## config.mk

```make
export PLATFORM = sky130hd
export DESIGN_NAME = mp_uart_rx
export DESIGN_NICKNAME = d
export VERILOG_FILES = /design/src/rtl/mprx_pkg.sv /design/src/rtl/mprx_glitch_filter.sv /design/src/rtl/mprx_frame_fsm.sv /design/src/rtl/mprx_status.sv /design/src/rtl/mp_uart_rx.sv
export SDC_FILE = /design/constraint.sdc
export NUM_CORES = 1
export LEC_CHECK = 0
export ABC_AREA = 1
export BUFFER_PORTS_ARGS = -buffer_cell sky130_fd_sc_hd__buf_2
export CORE_MARGIN = 2
export CORE_UTILIZATION = 61
export CTS_CLUSTER_SIZE = 40
export DETAILED_ROUTE_END_ITERATION = 8
export GPL_ROUTABILITY_DRIVEN = 0
export HOLD_SLACK_MARGIN = 0.08
export MAX_ROUTING_LAYER = met4
export PLACE_DENSITY = 0.82
export SYNTH_ARGS = -nofsm -noshare
export SYNTH_HDL_FRONTEND = slang
export SYNTH_SLANG_ARGS = --single-unit
```

## constraint.sdc

```tcl
create_clock -name clk -period 3.9 [get_ports clk]
set_clock_uncertainty 0.2 [all_clocks]
set_input_delay 0.195 -clock clk [delete_from_list [all_inputs] [get_ports clk]]
set_output_delay 0.195 -clock clk [all_outputs]
set_load 0.1 [all_outputs]
```

## src/rtl/mprx_pkg.sv

```systemverilog
package mprx_pkg;

    localparam int MAX_BITS = 9;

    typedef enum logic [2:0] {
        RX_IDLE,
        RX_START,
        RX_DATA,
        RX_EXTRA,
        RX_STOP
    } rx_state_e;

    // number of data bits selected by the length code
    function automatic int data_bits(input logic [1:0] code);
        case (code)
            2'd0:    return 7;
            2'd1:    return 8;
            default: return 9;
        endcase
    endfunction

    // address-marker mode is legal only for the two short lengths
    function automatic logic mp_allowed(input logic [1:0] code);
        return (code == 2'd0) || (code == 2'd1);
    endfunction

endpackage

```

## src/rtl/mprx_glitch_filter.sv

```systemverilog
module mprx_glitch_filter #(
    parameter int FILT_LEN = 4
) (
    input  logic clk,
    input  logic rst_n,
    input  logic tick,
    input  logic enable,
    input  logic raw_in,
    output logic clean_out
);
    localparam int CW = $clog2(FILT_LEN + 1);

    logic [1:0]    sync_q;
    logic          line;
    logic          level_q;
    logic [CW-1:0] run_q;

    assign line = sync_q[1];

    always_ff @(posedge clk or negedge rst_n) begin
        if (!rst_n) sync_q <= 2'b11;
        else        sync_q <= {sync_q[0], raw_in};
    end

    // the level moves only after FILT_LEN consecutive ticks of disagreement
    always_ff @(posedge clk or negedge rst_n) begin
        if (!rst_n) begin
            level_q <= 1'b1;
            run_q   <= '0;
        end else if (!enable) begin
            level_q <= line;
            run_q   <= '0;
        end else if (tick) begin
            if (line == level_q) begin
                run_q <= '0;
            end else if (run_q == CW'(FILT_LEN - 1)) begin
                level_q <= line;
                run_q   <= '0;
            end else begin
                run_q <= run_q + 1'b1;
            end
        end
    end

    assign clean_out = level_q;

    assert_filter_run_bound_R12: assert property (@(posedge clk) disable iff (!rst_n)
        run_q < CW'(FILT_LEN))
        else $error("filter run counter out of range");

    assert_filter_flip_on_tick_R12: assert property (@(posedge clk) disable iff (!rst_n)
        (enable && $past(enable) && (level_q != $past(level_q))) |-> $past(tick))
        else $error("filtered level moved without a tick");

endmodule

```

## src/rtl/mprx_frame_fsm.sv

```systemverilog
module mprx_frame_fsm
    import mprx_pkg::*;
#(
    parameter int OSR = 16
) (
    input  logic                clk,
    input  logic                rst_n,
    input  logic                tick,
    input  logic                line,
    input  logic [3:0]          nbits,
    input  logic                extra_en,
    output logic                frame_done,
    output logic [MAX_BITS-1:0] shreg,
    output logic                extra_bit,
    output logic                stop_bit
);
    localparam int CW   = $clog2(OSR);
    localparam int IW   = $clog2(MAX_BITS + 1);
    localparam int HALF = OSR / 2 - 1;
    localparam int LAST = OSR - 1;

    rx_state_e           state_q, state_d;
    logic [CW-1:0]       cnt_q;
    logic [IW-1:0]       idx_q;
    logic [MAX_BITS-1:0] shreg_q;
    logic                extra_q, stop_q, done_q;
    logic                at_half, at_end, last_bit;

    assign at_half  = tick && (cnt_q == CW'(HALF));
    assign at_end   = tick && (cnt_q == CW'(LAST));
    assign last_bit = (idx_q == IW'(nbits - 4'd1));

    always_comb begin
        state_d = state_q;
        unique case (state_q)
            RX_IDLE:  if (tick && !line) state_d = RX_START;
            RX_START: if (at_half)       state_d = line ? RX_IDLE : RX_DATA;
            RX_DATA:  if (at_end && last_bit)
                          state_d = extra_en ? RX_EXTRA : RX_STOP;
            RX_EXTRA: if (at_end)        state_d = RX_STOP;
            RX_STOP:  if (at_end)        state_d = RX_IDLE;
            default:                     state_d = RX_IDLE;
        endcase
    end

    always_ff @(posedge clk or negedge rst_n) begin
        if (!rst_n) state_q <= RX_IDLE;
        else        state_q <= state_d;
    end

    always_ff @(posedge clk or negedge rst_n) begin
        if (!rst_n) begin
            cnt_q   <= '0;
            idx_q   <= '0;
            shreg_q <= '0;
            extra_q <= 1'b0;
            stop_q  <= 1'b1;
            done_q  <= 1'b0;
        end else begin
            done_q <= 1'b0;
            unique case (state_q)
                RX_IDLE: begin
                    cnt_q   <= '0;
                    idx_q   <= '0;
                    extra_q <= 1'b0;
                end
                RX_START: begin
                    if (tick) cnt_q <= at_half ? '0 : cnt_q + 1'b1;
                end
                RX_DATA: begin
                    if (tick) cnt_q <= at_end ? '0 : cnt_q + 1'b1;
                    if (at_end) begin
                        shreg_q <= {line, shreg_q[MAX_BITS-1:1]};
                        idx_q   <= idx_q + 1'b1;
                    end
                end
                RX_EXTRA: begin
                    if (tick)   cnt_q   <= at_end ? '0 : cnt_q + 1'b1;
                    if (at_end) extra_q <= line;
                end
                RX_STOP: begin
                    if (tick) cnt_q <= at_end ? '0 : cnt_q + 1'b1;
                    if (at_end) begin
                        stop_q <= line;
                        done_q <= 1'b1;
                    end
                end
                default: cnt_q <= '0;
            endcase
        end
    end

    assign frame_done = done_q;
    assign shreg      = shreg_q;
    assign extra_bit  = extra_q;
    assign stop_bit   = stop_q;

    assert_bit_index_R2: assert property (@(posedge clk) disable iff (!rst_n)
        (state_q == RX_DATA) |-> (idx_q < IW'(nbits)))
        else $error("data bit index past selected length");

    assert_done_in_idle_R2: assert property (@(posedge clk) disable iff (!rst_n)
        done_q |-> (state_q == RX_IDLE))
        else $error("frame reported outside idle");

endmodule

```

## src/rtl/mprx_status.sv

```systemverilog
module mprx_status
    import mprx_pkg::*;
(
    input  logic                clk,
    input  logic                rst_n,
    input  logic                frame_done,
    input  logic [MAX_BITS-1:0] shreg,
    input  logic                extra_bit,
    input  logic                stop_bit,
    input  logic [3:0]          nbits,
    input  logic                mp_eff,
    input  logic                par_en,
    input  logic                par_odd,
    input  logic                wake_arm,
    input  logic                clr_done,
    input  logic                clr_err,
    output logic [MAX_BITS-1:0] data_o,
    output logic                mp_bit_o,
    output logic                done_o,
    output logic                ovr_o,
    output logic                frm_o,
    output logic                par_o,
    output logic                wake_o
);
    logic [MAX_BITS-1:0] aligned;
    logic                par_bad, discard, accept, addr_hit;
    logic [MAX_BITS-1:0] data_q;
    logic                mp_q, done_q, ovr_q, frm_q, par_q, wake_q;

    always_comb begin
        aligned  = shreg >> (MAX_BITS - int'(nbits));
        par_bad  = par_en && !mp_eff && ((^aligned ^ extra_bit) != par_odd);
        discard  = mp_eff && wake_q && !extra_bit;
        addr_hit = frame_done && mp_eff && wake_q && extra_bit;
        accept   = frame_done && !discard;
    end

    always_ff @(posedge clk or negedge rst_n) begin
        if (!rst_n) begin
            data_q <= '0;
            mp_q   <= 1'b0;
            done_q <= 1'b0;
            ovr_q  <= 1'b0;
            frm_q  <= 1'b0;
            par_q  <= 1'b0;
            wake_q <= 1'b0;
        end else begin
            if (clr_done) done_q <= 1'b0;
            if (clr_err) begin
                ovr_q <= 1'b0;
                frm_q <= 1'b0;
                par_q <= 1'b0;
            end
            if (accept) begin
                data_q <= aligned;
                mp_q   <= mp_eff && extra_bit;
                done_q <= 1'b1;
                if (done_q)   ovr_q <= 1'b1;
                if (!stop_bit) frm_q <= 1'b1;
                if (par_bad)  par_q <= 1'b1;
            end
            if (wake_arm)      wake_q <= 1'b1;
            else if (addr_hit) wake_q <= 1'b0;
        end
    end

    assign data_o   = data_q;
    assign mp_bit_o = mp_q;
    assign done_o   = done_q;
    assign ovr_o    = ovr_q;
    assign frm_o    = frm_q;
    assign par_o    = par_q;
    assign wake_o   = wake_q;

    assert_discard_quiet_R6: assert property (@(posedge clk) disable iff (!rst_n)
        (frame_done && mp_eff && wake_q && !extra_bit)
        |=> (!$rose(done_q) && !$rose(ovr_q) && !$rose(frm_q) && !$rose(par_q) && wake_q))
        else $error("discarded frame left a trace");

    assert_wake_release_R7: assert property (@(posedge clk) disable iff (!rst_n)
        (frame_done && mp_eff && wake_q && extra_bit && !wake_arm)
        |=> (!wake_q && done_q))
        else $error("address frame did not release wake flag");

    assert_mp_no_parity_R5: assert property (@(posedge clk) disable iff (!rst_n)
        (frame_done && mp_eff) |=> !$rose(par_q))
        else $error("parity error raised in multiprocessor mode");

    assert_wake_inert_R9: assert property (@(posedge clk) disable iff (!rst_n)
        (frame_done && !mp_eff) |=> (done_q && (wake_q || !$past(wake_q))))
        else $error("wake flag acted outside multiprocessor mode");

    assert_overrun_cause_R11: assert property (@(posedge clk) disable iff (!rst_n)
        $rose(ovr_q) |-> $past(done_q))
        else $error("overrun without pending frame");

endmodule

```

## src/rtl/mp_uart_rx.sv

```systemverilog
module mp_uart_rx
    import mprx_pkg::*;
#(
    parameter int OSR      = 16,
    parameter int FILT_LEN = 4
) (
    input  logic                clk,
    input  logic                rst_n,
    input  logic                os_tick,
    input  logic                rxd,
    input  logic [1:0]          len_code,
    input  logic                par_en,
    input  logic                par_odd,
    input  logic                mp_en,
    input  logic                filt_en,
    input  logic                wake_arm,
    input  logic                clr_done,
    input  logic                clr_err,
    output logic [MAX_BITS-1:0] rx_data,
    output logic                rx_mp_bit,
    output logic                rx_done,
    output logic                ovr_err,
    output logic                frm_err,
    output logic                par_err,
    output logic                wake_en
);
    logic                line_clean;
    logic                mp_eff, extra_en;
    logic [3:0]          nbits;
    logic                frame_done, extra_bit, stop_bit;
    logic [MAX_BITS-1:0] shreg;

    assign mp_eff   = mp_en && mp_allowed(len_code);
    assign extra_en = mp_eff || par_en;
    assign nbits    = 4'(data_bits(len_code));

    mprx_glitch_filter #(.FILT_LEN(FILT_LEN)) u_filter (
        .clk       (clk),
        .rst_n     (rst_n),
        .tick      (os_tick),
        .enable    (filt_en),
        .raw_in    (rxd),
        .clean_out (line_clean)
    );

    mprx_frame_fsm #(.OSR(OSR)) u_frame (
        .clk        (clk),
        .rst_n      (rst_n),
        .tick       (os_tick),
        .line       (line_clean),
        .nbits      (nbits),
        .extra_en   (extra_en),
        .frame_done (frame_done),
        .shreg      (shreg),
        .extra_bit  (extra_bit),
        .stop_bit   (stop_bit)
    );

    mprx_status u_status (
        .clk        (clk),
        .rst_n      (rst_n),
        .frame_done (frame_done),
        .shreg      (shreg),
        .extra_bit  (extra_bit),
        .stop_bit   (stop_bit),
        .nbits      (nbits),
        .mp_eff     (mp_eff),
        .par_en     (par_en),
        .par_odd    (par_odd),
        .wake_arm   (wake_arm),
        .clr_done   (clr_done),
        .clr_err    (clr_err),
        .data_o     (rx_data),
        .mp_bit_o   (rx_mp_bit),
        .done_o     (rx_done),
        .ovr_o      (ovr_err),
        .frm_o      (frm_err),
        .par_o      (par_err),
        .wake_o     (wake_en)
    );

    assert_reset_quiet_R1: assert property (@(posedge clk)
        !rst_n |=> (!rx_done || rst_n))
        else $error("receive flag set while in reset");

endmodule

```

# Word-level counts from Yosys, hierarchy flattened
# Index checks and enable logic that the tools add are counted.
# op_classes
add_sub_neg	5
n_eq_ne	22
shift	1
n_mux	41
bitwise	1
n_reduce_logical	35
# ops
cell	count
>> shifter 9 x 32 -> 9 bit	1
two-way mux 3 bit	10
case mux 4 bit (2 select lines)	3
two-way mux 1 bit	20
two-way mux 4 bit	5
inequality test 2 x 1 -> 1 bit (second input constant)	8
case mux 3 bit (5 select lines)	1
logical AND 1 bit	14
AND reduction 2 bit	5
== test 3 x 2 -> 1 bit (second input constant)	3
XOR reduction 9 bit	1
adder 4 x 1 -> 4 bit (second input constant)	2
nonzero test 2 bit	4
inequality test 2 bit (second input constant)	3
AND reduction 5 bit	1
subtractor 4 x 4 -> 5 bit (first input constant)	1
== test 4 x 3 -> 1 bit (second input constant)	1
== test 4 bit	1
== test 4 bit (second input constant)	1
zero test 1 bit	4
subtractor 4 x 1 -> 4 bit (second input constant)	1
adder 3 x 1 -> 3 bit (second input constant)	1
== test 3 x 1 -> 1 bit (second input constant)	1
== test 3 bit (second input constant)	1
other kinds (11)	12
# totals
register_bits	44
inputBits	13
output_inout_bits	15

# Depth between registers and ports, before layout
# depth
depth_word	10
mapped_depth	18

# Cells and area by module
# A second synthesis with hierarchy kept.
# unflattened
cells_unflattened	396
hier_area_um2	2840.2
# by_module_without_submodules
module	instances	cells_each	area_per_inst_um2
mprx_frame_fsm	1	165	1271.2
mprx_status	1	186	1239.9
mprx_glitch_filter	1	37	294.0
mp_uart_rx	1	8	35.0

# Least setup slack after synthesis
# No wires, ideal clock.
# synth_path
path_type	reg-to-reg
from	register u_status.wake_q (netlist: u_status.wake_o)
to	register u_status.data_q[1] (netlist: u_status.data_o[1])
setup_ns	0.083
arrival_ns	1.742
t_required_ns	3.617
slack_ns	1.875
path_stages_with_launch	8
n_path_buf	1
path_cell_list	dfrtp_1 -> inv_1 -> o21ai_0 -> nand2_1 -> inv_1 -> clkbuf_1 -> nand2_1 -> o21ai_0
# synth_via
elab_chain_len	4
# synth_rtl
item	line	rtl
from (decl)	mprx_status.sv:28	logic mp_q, done_q, ovr_q, frm_q, par_q, wake_q;
from (signal assigned)	mprx_status.sv:46	wake_q <= 1'b0;
from (signal assigned)	mprx_status.sv:62	if (wake_arm) wake_q <= 1'b1;
from (signal assigned)	mprx_status.sv:63	else if (addr_hit) wake_q <= 1'b0;
logical AND 1 bit (2 in a row)	mprx_status.sv:33	discard = mp_eff && wake_q && !extra_bit;
zero test 1 bit	mprx_status.sv:35	accept = frame_done && !discard;
logical AND 1 bit	mprx_status.sv:35	
to (signal assigned)	mprx_status.sv:55	data_q <= aligned;
to (decl)	mprx_status.sv:27	logic [MAX_BITS-1:0] data_q;
# Every way passes these cells.
# A chain may end at the register's enable or synchronous reset.

# Final worst setup path
# layout_path
from	input len_code[1]
to	register u_status.par_q (netlist: u_status.par_o)
# layout_via
elab_chain_len	10
word_cells_on_any_way	19
# layout_rtl
item	line	rtl
from (decl)	mp_uart_rx.sv:11	input logic [1:0] len_code,
== test 2 x 1 -> 1 bit / zero test 2 bit (equally long branches)	mprx_pkg.sv:15, mprx_pkg.sv:24	
case mux 4 bit (2 select lines)	mprx_pkg.sv:15	case (code)
subtractor 4 x 4 -> 5 bit	mprx_status.sv:31	aligned = shreg >> (MAX_BITS - int'(nbits));
>> shifter 9 x 32 -> 9 bit	mprx_status.sv:31	
XOR reduction 9 bit	mprx_status.sv:32	par_bad = par_en && !mp_eff && ((^aligned ^ extra_bit) != par_odd);
XOR 1 bit	mprx_status.sv:32	
inequality test 1 bit	mprx_status.sv:32	
logical AND 1 bit	mprx_status.sv:32	
two-way mux 1 bit	mprx_status.sv:60	if (par_bad) par_q <= 1'b1;
two-way mux 1 bit *	mprx_status.sv:54	if (accept) begin
to (signal assigned)	mprx_status.sv:45	par_q <= 1'b0;
to (signal assigned)	mprx_status.sv:52	par_q <= 1'b0;
to (signal assigned)	mprx_status.sv:60	
to (decl)	mprx_status.sv:28	
# Mark *: on every way between the ends. The rest lies on a longest branch, timed or not.

==> out/metrics.yaml <==
reg2reg_from: "u_frame.shreg[7]"
p_leak_nw: 1.620
syn_nets: 369
met3_length_um: 250
drtIter0Drc: 127
top_layer: "met4"
area_growth_pct: 13.91
rows: 23
worst_slew_pin_slew_ns: 0.9587
wl_met1_mm: 2.573
route.met2.wl_mm: 2.481
r2r_slack_ns: 1.59
layout_common_cells: "nand2_1 (107), inv_1 (44), dfrtp_1 (40)"
grt_max_degree: 45
clockRootBuffer: "clkbuf_8"
wl_per_cell_um: 12.26
io_pins: 28
required_ns: 3.90
ant_nets: 0
fp.dieArea_um2: 4785
crit_cells: 19
worstPathCellList: "buf_2, nor2_2, ha_1, inv_2, nand2_4, inv_2, nand2_1, inv_1, nand2_1, nand2_1, nand2_2, inv_2, nand2_1, nand3_1, nand2_1, nand2_1, nand3_1, nand2_1, dlygate4sd3_1"
grt_use_total_pct: 24.26
p_total_mw: 1.242
first_pass_iters: 4
die_height_um: 69.18
dieWidth_um: 69.18
cp_num_buf_inv: 6
grt_pass1_vias: 2144
synth_top_area_share_pct: 38.63
max_freq_mhz: 357.9
hpwlAfterDp_mm: 3.842
syn_inst: 349
cp_max_fo: 12
drc: 0
final_common_cell: "nand2_1"
crit_slowest_cell: "dlygate4sd3_1"
netlist_area_um2: 2591
max-clock-path-buffers: 2
crit_arrival_ns: 2.79
initial_core_util_pct: 63.86
fin_setup_tns_ns: 0
drt_wl_total_mm: 5.357
timing.final.crit_share_pct: 71.65
rsz0062_at_grt: "no"
setup_viol: 0
post_cts_resize_count: 0
fin_crit_ns: 2.794
synth.area.top_cells: "dfrtp_1 (39%), nand2_1 (15%), o21ai_0 (6.8%)"
hp-class: "input port to flop"
grt_pass1_wl_mm: 9.321
crit_end: "u_status.par_o"
clock_latency_ns: 0.30
num_antenna_cells: 0
numClockSinks: 44
maxCapViolCount: 0
irDropWorstVdd_v: 0.0003049
cp_common_cell: "nand2_1"
path_delay_family: "simple AND/OR/NAND/NOR gates"
routed_via_density: 5.277
worst_setup_path_end_kind: "flop"
ys_ff_latch: 44
ys_warn_count: 0
grt_antenna_before_repair: 0
reg2reg_depth: 14
status: "complete, no violations"
avgSynthCellArea_um2: 7.425
yosysSeqAreaShare_pct: 42.68
slew_headroom_pct: 36.09
tritoncts: "yes"
ys_types: 31
port_buffers: 27
worstSetupStartpoint: "len_code[1]"
cts_buffers: 5
core-area_um2: 4058
htree_levels: 2
layout-drive-gt1-share_pct: 16.80
cp-start-kind: "input port"
overflow: 0
reg2reg_to: "u_status.par_o"
slew_violations: 0
crit_type: "input port to flop"
nets: 406
clkTransAtPathRegs_ns: 0.09
power_density_nw_per_um2: 421.0
cp_slowest_stage_delay_ns: 0.55
hold_viol: 0
synth_top_area_cell: "dfrtp_1"
vias: 2306
## final cells by class
class	instances	area [µm²]
Multi-Input combinational cell	248	1262
Clock inverter	3	47.55
Inverter	53	198.9
Sequential cell	44	1106
Fill cell	303	1106
Clock buffer	5	68.82
Tap cell	50	62.56
Timing Repair Buffer	34	205.2
## power breakdown
group / switching, mW / leakage (nW) / internal (mW)
clock: 0.169 / 0.0583 / 0.193
combinational: 0.253 / 1.03 / 0.103
sequential: 0.0317 / 0.530 / 0.493
## per-layer routing
layer / vias to the layer above / global-route usage, %
met5: - / -
met4: 0 / 6.318
met3: 4 / 5.523
met2: 53 / 38.35
met1: 1068 / 31.84
li1: 1181 / -
## timing repair
item                                   4_1_cts  5_1_grt
hold buffers                                 7        0
buffers inserted                             0        0
setup endpoints to repair                    0        0
endpoints found under the hold margin       50        0
## tightest hold or removal path, stage by stage
cell,delay [ns]
buf_2,0.10
inv_1,0.05
nor2_1,0.05
inv_1,0.08
o21ai_0,0.08
## synth_stat cells
cell	instances
nor3b_2	1
dfrtp_1	40
nand3_2	3
a31oi_1	1
a21boi_0	1
nand2_2	2
nand2_4	2
a21oi_1	8
o31ai_1	2
buf_2	1
nor2_2	6
clkbuf_1	2
inv_1	44
nand3b_1	2
nor3_1	4
o22ai_1	2
o21ai_1	3
xor2_1	7
o21ai_0	35
buf_6	1
inv_2	9
o21bai_1	1
nand2_1	107
ha_1	7
nor2_1	24
nor2_8	2
nor2_4	1
dfstp_2	4
nand4_1	2
nand3_1	24
xnor2_1	1
## kinds of logic (layout without fill, tap and decap cells)
family          after synthesis  in the layout  synth area share, %
buf+inv                      57             95                8.595
xor+xnor                      8              8                2.704
flops                        44             44                42.68
compound gates               53             53                10.77
fa+ha+maj                     7              7                3.380
simple gates                180            180                31.87
## state kept, by name, indices dropped and copies added (netlist names)
register and cells:
u_filter.run_q 3, u_frame.extra_bit 1, u_frame.shreg 9, u_status.frm_o 1, u_frame.frame_done 1, u_status.par_o 1, u_frame.cnt_q 4, u_status.mp_bit_o 1
u_frame.state_q 3, u_status.data_o 9, u_status.wake_o 1, u_frame.idx_q 4, u_status.done_o 1, u_filter.clean_out 1, u_frame.stop_bit 1, u_status.ovr_o 1
u_filter.sync_q 2
## worst min-delay path by stage
stage	cells past startpoint	endpoint	slack [ns]	startpoint
final	5	u_status.mp_bit_o	0.09	mp_en
after global routing	4	u_frame.cnt_q[0]	0.11	os_tick
after CTS	5	u_frame.cnt_q[1]	0.08	os_tick
after detailed placement	1	u_filter.sync_q[0]	0.10	rxd
after global placement	1	u_filter.sync_q[0]	0.1	rxd
after floorplan	0	u_filter.run_q[0]	-0.30	rst_n
## through the flow
step | cell area, µm² | hold WS (ns) | utilization (%) | std cells | setup WS [ns]
after detailed placement | 2765 | 0.1018 | 68.15 | 422 | 1.372
final | 2952 | 0.08699 | 72.74 | 437 | 1.106
after floorplan | 2591 | -0.3006 | - | 349 | 1.875
after global routing | 2952 | 0.1127 | 72.74 | 437 | 0.8865
after global placement | 2765 | 0.09998 | 68.15 | 422 | 1.424
after CTS | 2952 | 0.08373 | 72.74 | 437 | 1.142
(Power assumes the default switching activity.)
